==> config.mk <==
export PLATFORM = sky130hd
export DESIGN_NAME = nibble_alu
export DESIGN_NICKNAME = d
export VERILOG_FILES = /design/src/rtl/nibble_alu_pkg.sv /design/src/rtl/nalu_addsub.sv /design/src/rtl/nalu_bitwise.sv /design/src/rtl/nalu_barrel.sv /design/src/rtl/nibble_alu.sv
export SDC_FILE = /design/constraint.sdc
export NUM_CORES = 1
export LEC_CHECK = 0
export BUFFER_PORTS_ARGS = -buffer_cell sky130_fd_sc_hd__buf_2
export CAP_MARGIN = 20
export CORE_MARGIN = 2
export CORE_UTILIZATION = 40
export CTS_BUF_LIST = sky130_fd_sc_hd__clkbuf_4 sky130_fd_sc_hd__clkbuf_8
export CTS_CLUSTER_SIZE = 24
export DETAILED_ROUTE_END_ITERATION = 6
export SLEW_MARGIN = 20
export SYNTH_ARGS = -nofsm -noshare
export SYNTH_HDL_FRONTEND = slang
export SYNTH_SLANG_ARGS = --single-unit
==> constraint.sdc <==
create_clock -name clk -period 4.6 [get_ports clk]
set_input_delay 0 -clock clk [delete_from_list [all_inputs] [get_ports clk]]
set_output_delay 0 -clock clk [all_outputs]
set_load 0.05 [all_outputs]
==> src/rtl/nibble_alu_pkg.sv <==
package nibble_alu_pkg;

  localparam int OP_W = 3;

  typedef enum logic [OP_W-1:0] {
    OP_ADD = 3'b000,
    OP_AND = 3'b001,
    OP_XOR = 3'b010,
    OP_OR  = 3'b011,
    OP_NOR = 3'b100,
    OP_SUB = 3'b101,
    OP_SHR = 3'b110,
    OP_SHL = 3'b111
  } alu_op_e;

endpackage

==> src/rtl/nalu_addsub.sv <==
module nalu_addsub #(
  parameter int WIDTH = 4
) (
  input  logic [WIDTH-1:0] a_i,
  input  logic [WIDTH-1:0] b_i,
  output logic [WIDTH-1:0] sum_o,
  output logic             carry_o,
  output logic [WIDTH-1:0] diff_o,
  output logic             borrow_o
);

  logic [WIDTH:0] sum_x;
  logic [WIDTH:0] diff_x;

  always_comb begin
    sum_x  = {1'b0, a_i} + {1'b0, b_i};
    diff_x = {1'b0, a_i} - {1'b0, b_i};
  end

  assign sum_o    = sum_x[WIDTH-1:0];
  assign carry_o  = sum_x[WIDTH];
  assign diff_o   = diff_x[WIDTH-1:0];
  assign borrow_o = diff_x[WIDTH];

endmodule

==> src/rtl/nalu_bitwise.sv <==
module nalu_bitwise #(
  parameter int WIDTH = 4
) (
  input  logic [WIDTH-1:0] a_i,
  input  logic [WIDTH-1:0] b_i,
  output logic [WIDTH-1:0] and_o,
  output logic [WIDTH-1:0] or_o,
  output logic [WIDTH-1:0] xor_o,
  output logic [WIDTH-1:0] nor_o
);

  for (genvar i = 0; i < WIDTH; i++) begin : g_bit
    assign and_o[i] = a_i[i] & b_i[i];
    assign or_o[i]  = a_i[i] | b_i[i];
    assign xor_o[i] = a_i[i] ^ b_i[i];
    assign nor_o[i] = ~(a_i[i] | b_i[i]);
  end

endmodule

==> src/rtl/nalu_barrel.sv <==
module nalu_barrel #(
  parameter int WIDTH = 4,
  parameter bit LEFT  = 1'b0
) (
  input  logic [WIDTH-1:0] data_i,
  input  logic [WIDTH-1:0] dist_i,
  output logic [WIDTH-1:0] data_o
);

  localparam int STAGES = (WIDTH > 1) ? $clog2(WIDTH) : 1;

  logic [WIDTH-1:0] stg [STAGES+1];
  logic             too_far;

  assign stg[0] = data_i;

  for (genvar s = 0; s < STAGES; s++) begin : g_stage
    localparam int STEP = 1 << s;
    if (LEFT) begin : g_l
      assign stg[s+1] = dist_i[s] ? (stg[s] << STEP) : stg[s];
    end else begin : g_r
      assign stg[s+1] = dist_i[s] ? (stg[s] >> STEP) : stg[s];
    end
  end

  if (STAGES < WIDTH) begin : g_range
    assign too_far = |dist_i[WIDTH-1:STAGES];
  end else begin : g_norange
    assign too_far = 1'b0;
  end

  assign data_o = too_far ? '0 : stg[STAGES];

endmodule

==> src/rtl/nibble_alu.sv <==
module nibble_alu
  import nibble_alu_pkg::*;
#(
  parameter int WIDTH = 4
) (
  input  logic             clk,
  input  logic             rst,
  input  logic [WIDTH-1:0] a_i,
  input  logic [WIDTH-1:0] b_i,
  input  logic [OP_W-1:0]  op_i,
  output logic [WIDTH-1:0] r_o,
  output logic             cout_o
);

  logic [WIDTH-1:0] sum_w, diff_w, and_w, or_w, xor_w, nor_w, shr_w, shl_w;
  logic             carry_w, borrow_w;
  logic [WIDTH-1:0] res_d;
  logic             cout_d;

  nalu_addsub #(.WIDTH(WIDTH)) u_addsub (
    .a_i(a_i), .b_i(b_i),
    .sum_o(sum_w), .carry_o(carry_w),
    .diff_o(diff_w), .borrow_o(borrow_w)
  );

  nalu_bitwise #(.WIDTH(WIDTH)) u_bitwise (
    .a_i(a_i), .b_i(b_i),
    .and_o(and_w), .or_o(or_w), .xor_o(xor_w), .nor_o(nor_w)
  );

  nalu_barrel #(.WIDTH(WIDTH), .LEFT(1'b0)) u_shr (
    .data_i(a_i), .dist_i(b_i), .data_o(shr_w)
  );

  nalu_barrel #(.WIDTH(WIDTH), .LEFT(1'b1)) u_shl (
    .data_i(a_i), .dist_i(b_i), .data_o(shl_w)
  );

  always_comb begin
    res_d  = '0;
    cout_d = 1'b0;
    case (alu_op_e'(op_i))
      OP_ADD: begin res_d = sum_w;  cout_d = carry_w;  end
      OP_AND: res_d = and_w;
      OP_XOR: res_d = xor_w;
      OP_OR:  res_d = or_w;
      OP_NOR: res_d = nor_w;
      OP_SUB: begin res_d = diff_w; cout_d = borrow_w; end
      OP_SHR: res_d = shr_w;
      OP_SHL: res_d = shl_w;
      default: begin res_d = '0; cout_d = 1'b0; end
    endcase
  end

  always_ff @(posedge clk) begin
    if (rst) begin
      r_o    <= '0;
      cout_o <= 1'b0;
    end else begin
      r_o    <= res_d;
      cout_o <= cout_d;
    end
  end


  rst_clear_chk: assert property (@(posedge clk) disable iff (rst)
    $past(rst) |-> (r_o == '0 && cout_o == 1'b0));


  no_flag_chk: assert property (@(posedge clk) disable iff (rst)
    (!$past(rst) && $past(op_i) != OP_ADD && $past(op_i) != OP_SUB) |-> (cout_o == 1'b0));


  add_wrap_chk: assert property (@(posedge clk) disable iff (rst)
    (!$past(rst) && $past(op_i) == OP_ADD) |->
      ({cout_o, r_o} == ({1'b0, $past(a_i)} + {1'b0, $past(b_i)})));


  sub_borrow_chk: assert property (@(posedge clk) disable iff (rst)
    (!$past(rst) && $past(op_i) == OP_SUB) |-> (cout_o == ($past(a_i) < $past(b_i))));


  shift_clear_chk: assert property (@(posedge clk) disable iff (rst)
    (!$past(rst) && ($past(op_i) == OP_SHR || $past(op_i) == OP_SHL)
      && $past(b_i) >= WIDTH) |-> (r_o == '0));

endmodule

==> key figures <==
Layout
  • Nets: 160
  • Ratio of cells with drive above 1 in the final layout: 0.198
  • Most frequent cells in the layout: 17 x buf_2, 13 x ha_1, 12 x inv_1
  • Final Non-Filler Cells: approximately 160
  • # fillers: 233
  • Sequential cell area: about 100 um2
  • Antenna Cells: 0
  • Area delta synth->final: 13.5%
  • Commonest non-fill, non-tap cell in the layout: buf_2
  • Area used by multi-input combinational logic: ~700 um2

Routing
  • Vias: 890
  • Router iterations before antenna repair: 4
  • Drt wl/cell: 13.4 um
  • ANT nets after route: 0
  • DRC Markers: 0
  • Vias/cell: 5.60
  • DRT iter0 DRCs: 29
  • DRT Wirelength: 2140 um

Yosys
  • Sequential-to-total area share from yosys stat: 0.112
  • Library cells used by synthesis: 42
  • Synth Flop Type: dfxtp_1
  • Post-synth ARST share: 0
  • Seq cells post-synth: 5
  • Area contributors post-synth: ha_1 18%, dfxtp_1 11%, a21oi_1 5.0%
  • Yosys top cell area share: 0.182
  • Synth area leader: ha_1
  • Mapped Cells: 116
  • Syn Std Cell Area: 892 um2
  • YS warnings: 0
  • Syn_nets: 144
  • EDFF count, synth: 0
  • Syn_area_per_cell: 7.69 um2

Placed design
  • GPL Wtd Cong: 0.864
  • Placed cell count: 154
  • DPL Wire Length: 1650 um
  • Port Buffer Count: 17

GRT
  • GRT Util Overall: 0.176
  • Congestion Overflow GR: 0
  • First-pass GRT wire length: approximately 3500 um
  • Initial antenna violation count: 0
  • Number of global-route vias before repair: 788
  • Largest net degree at the start of global routing: 22

Worst setup path
  • Crit path kind: in2reg
  • Critical path startpoint category: input pin
  • Crit path max-delay cell type: fa_1
  • Crit end category: flop
  • Origin of the worst setup path: a_i[0]
  • Slowest cell delay on critical path: about 0.42 ns
  • Critical Path RT: 4.74 ns
  • Crit-path cells: buf_2, inv_1, ha_1, fa_1, and2_1, o311ai_1, o311ai_1, a221oi_1
  • Crit path top cell by count: o311ai_1
  • CP max FO: 5
  • Crit path DAT: 1.64 ns

Power and ir drop
  • Pwr/cell area: ~190 nW/um2
  • Combinational share of power: 0.463
  • Clk pwr share: 0.287
  • Leak: 0.476 nW
  • Sw frac: 0.380
  • Switching power: 0.0000721 W
  • Internal cell power: roughly 0.00012 W
  • Sequential Power Share: 0.250
  • VDD IR max: 94.7 uV

STA
  • Final setup vio count: 0
  • Setup tns final: 0 ns
  • Slew headroom: 0.643
  • Period minus WS final: 1.50 ns
  • Unrepaired setup endpoints after global routing: no
  • Final Cycle Share: 0.327
  • FMAX: 0.666 GHz
  • Fin. max-slew vios: 0
  • Least-Margin Pin Slew: roughly 0.53 ns
  • Final hold vios: 0

Hold path
  • Hold Path Sink: r_o[1]
  • Hold Path Class: in2reg
  • Worst Hold Depth: 4
  • Min-delay src: b_i[2]

Die
  • Num rows: 17
  • Initial Utilization: 0.411
  • Total core area: 2170 um2
  • Die width: 51.2 um
  • DIE AREA: 2620 um2
  • Ports: 18
  • DIE HEIGHT: slightly above 50 um

Clocking
  • Number of clock sinks: 5
  • TritonCTS clock tree: built
  • Clk slew on worst S/H paths: around 0.040 ns
  • H-tree levels: 1
  • Clk buf depth: 2
  • Number of CTS-inserted buffers: 3
  • Clock root buffer: clkbuf_4

Flow run
  • Max_cap viols: 0

Outcome
  • Outcome: complete, no violations
==> metrics by stage <==
stage          total power (W)  setup slack, ns  utilization  hold WS [ns]  cell area [um2]
6_report              0.000190             3.10        0.467         0.181             1010
5_1_grt               0.000203             2.88        0.467         0.211             1010
4_1_cts               0.000192             3.08        0.467         0.160             1010
3_5_place_dp          0.000135             2.84        0.448         0.245              972
3_3_place_gp          0.000133             2.88        0.448         0.243              972
2_1_floorplan         0.000113             3.08            -        0.0662              892
==> area by class of cell <==
| cell class | instances | share of cell area |
|---|---|---|
| sequential | 5 | 0.0989 |
| multi-input combinational | 90 | 0.691 |
| inverter | 14 | 0.0519 |
| clock buffer | 4 | 0.0297 |
| tap | 28 | 0.0346 |
| timing repair buffer | 18 | 0.0939 |
==> how the worst max path moves through the flow <==
stage                     slack, ns  depth (start not counted)  endpoint
after global placement         2.88                          8    r_o[1]
after CTS                      3.08                          8    r_o[1]
after detailed placement       2.84                          8    r_o[1]
after global routing           2.88                          8    r_o[1]
final                          3.10                          8    r_o[1]
after floorplan                3.08                          7    r_o[1]
==> power groups by stage <==
stage	sequential (W)	combinational, W	clock, W
after floorplan	0.0000605	0.0000525	0
after global placement	0.0000482	0.0000852	0
after detailed placement	0.0000483	0.0000863	0
after CTS	0.0000476	0.0000875	0.0000570
after global routing	0.0000477	0.0000976	0.0000577
final	0.0000475	0.0000878	0.0000543
==> critical path, delay by kind of cell <==
kind / cells / cell delay (ns)
AOI/OAI and AO/OA: 3 / 0.66
buffers and inverters: 2 / 0.20
and+or+nand+nor: 1 / 0.16
adders and majority gates: 2 / 0.64
==> cell usage after synthesis (2+ instances only) <==
| cell type | instances |
|---|---|
| fa_1 | 2 |
| o21bai_1 | 2 |
| a21oi_1 | 9 |
| a21o_1 | 4 |
| mux2i_1 | 2 |
| a221o_1 | 2 |
| inv_1 | 12 |
| o311ai_1 | 2 |
| nand2b_1 | 7 |
| nor2_1 | 5 |
| nor3_1 | 3 |
| buf_2 | 5 |
| ha_1 | 13 |
| nand2_1 | 5 |
| a211oi_1 | 2 |
| o21ai_0 | 6 |
| inv_2 | 2 |
| nor2b_1 | 2 |
| o21ai_1 | 2 |
| dfxtp_1 | 5 |
| o211ai_1 | 2 |
| buf_4 | 2 |
==> per-layer routing <==
metal / track usage / vias up / share of wire
li1: - / 445 / -
met1: 0.227 / 409 / 0.47
met2: 0.290 / 32 / 0.46
met3: 0.0117 / 4 / 0.051
met4: 0.0965 / 0 / 0.018
met5: 0 / - / 0
==> what timing repair did <==
item	4_1_cts	5_1_grt
setup buffers	0	0
setup endpoints to repair	0	0
hold endpoints to repair	1	0
gates resized for setup	0	0
hold buffers	1	0
==> cells by family (layout without fill, tap and decap cells) <==
kind of cell | count (synthesis) | after routing | share of synthesized area
AND/OR/NAND/NOR | 31 | 31 | 0.205
flip-flops | 5 | 5 | 0.112
XOR/XNOR | 2 | 2 | 0.0196
AO/OA/AOI/OAI | 40 | 40 | 0.310
adder cells (fa/ha/maj) | 15 | 15 | 0.227
multiplexers | 2 | 2 | 0.0224
buffers and inverters | 21 | 36 | 0.104
==> sequential cells by signal (all words and copies together) (netlist names) <==
| signal | cells |
|---|---|
| r_o | 4 |
| cout_o | 1 |
Note: power is estimated with default switching activity, not from simulation.
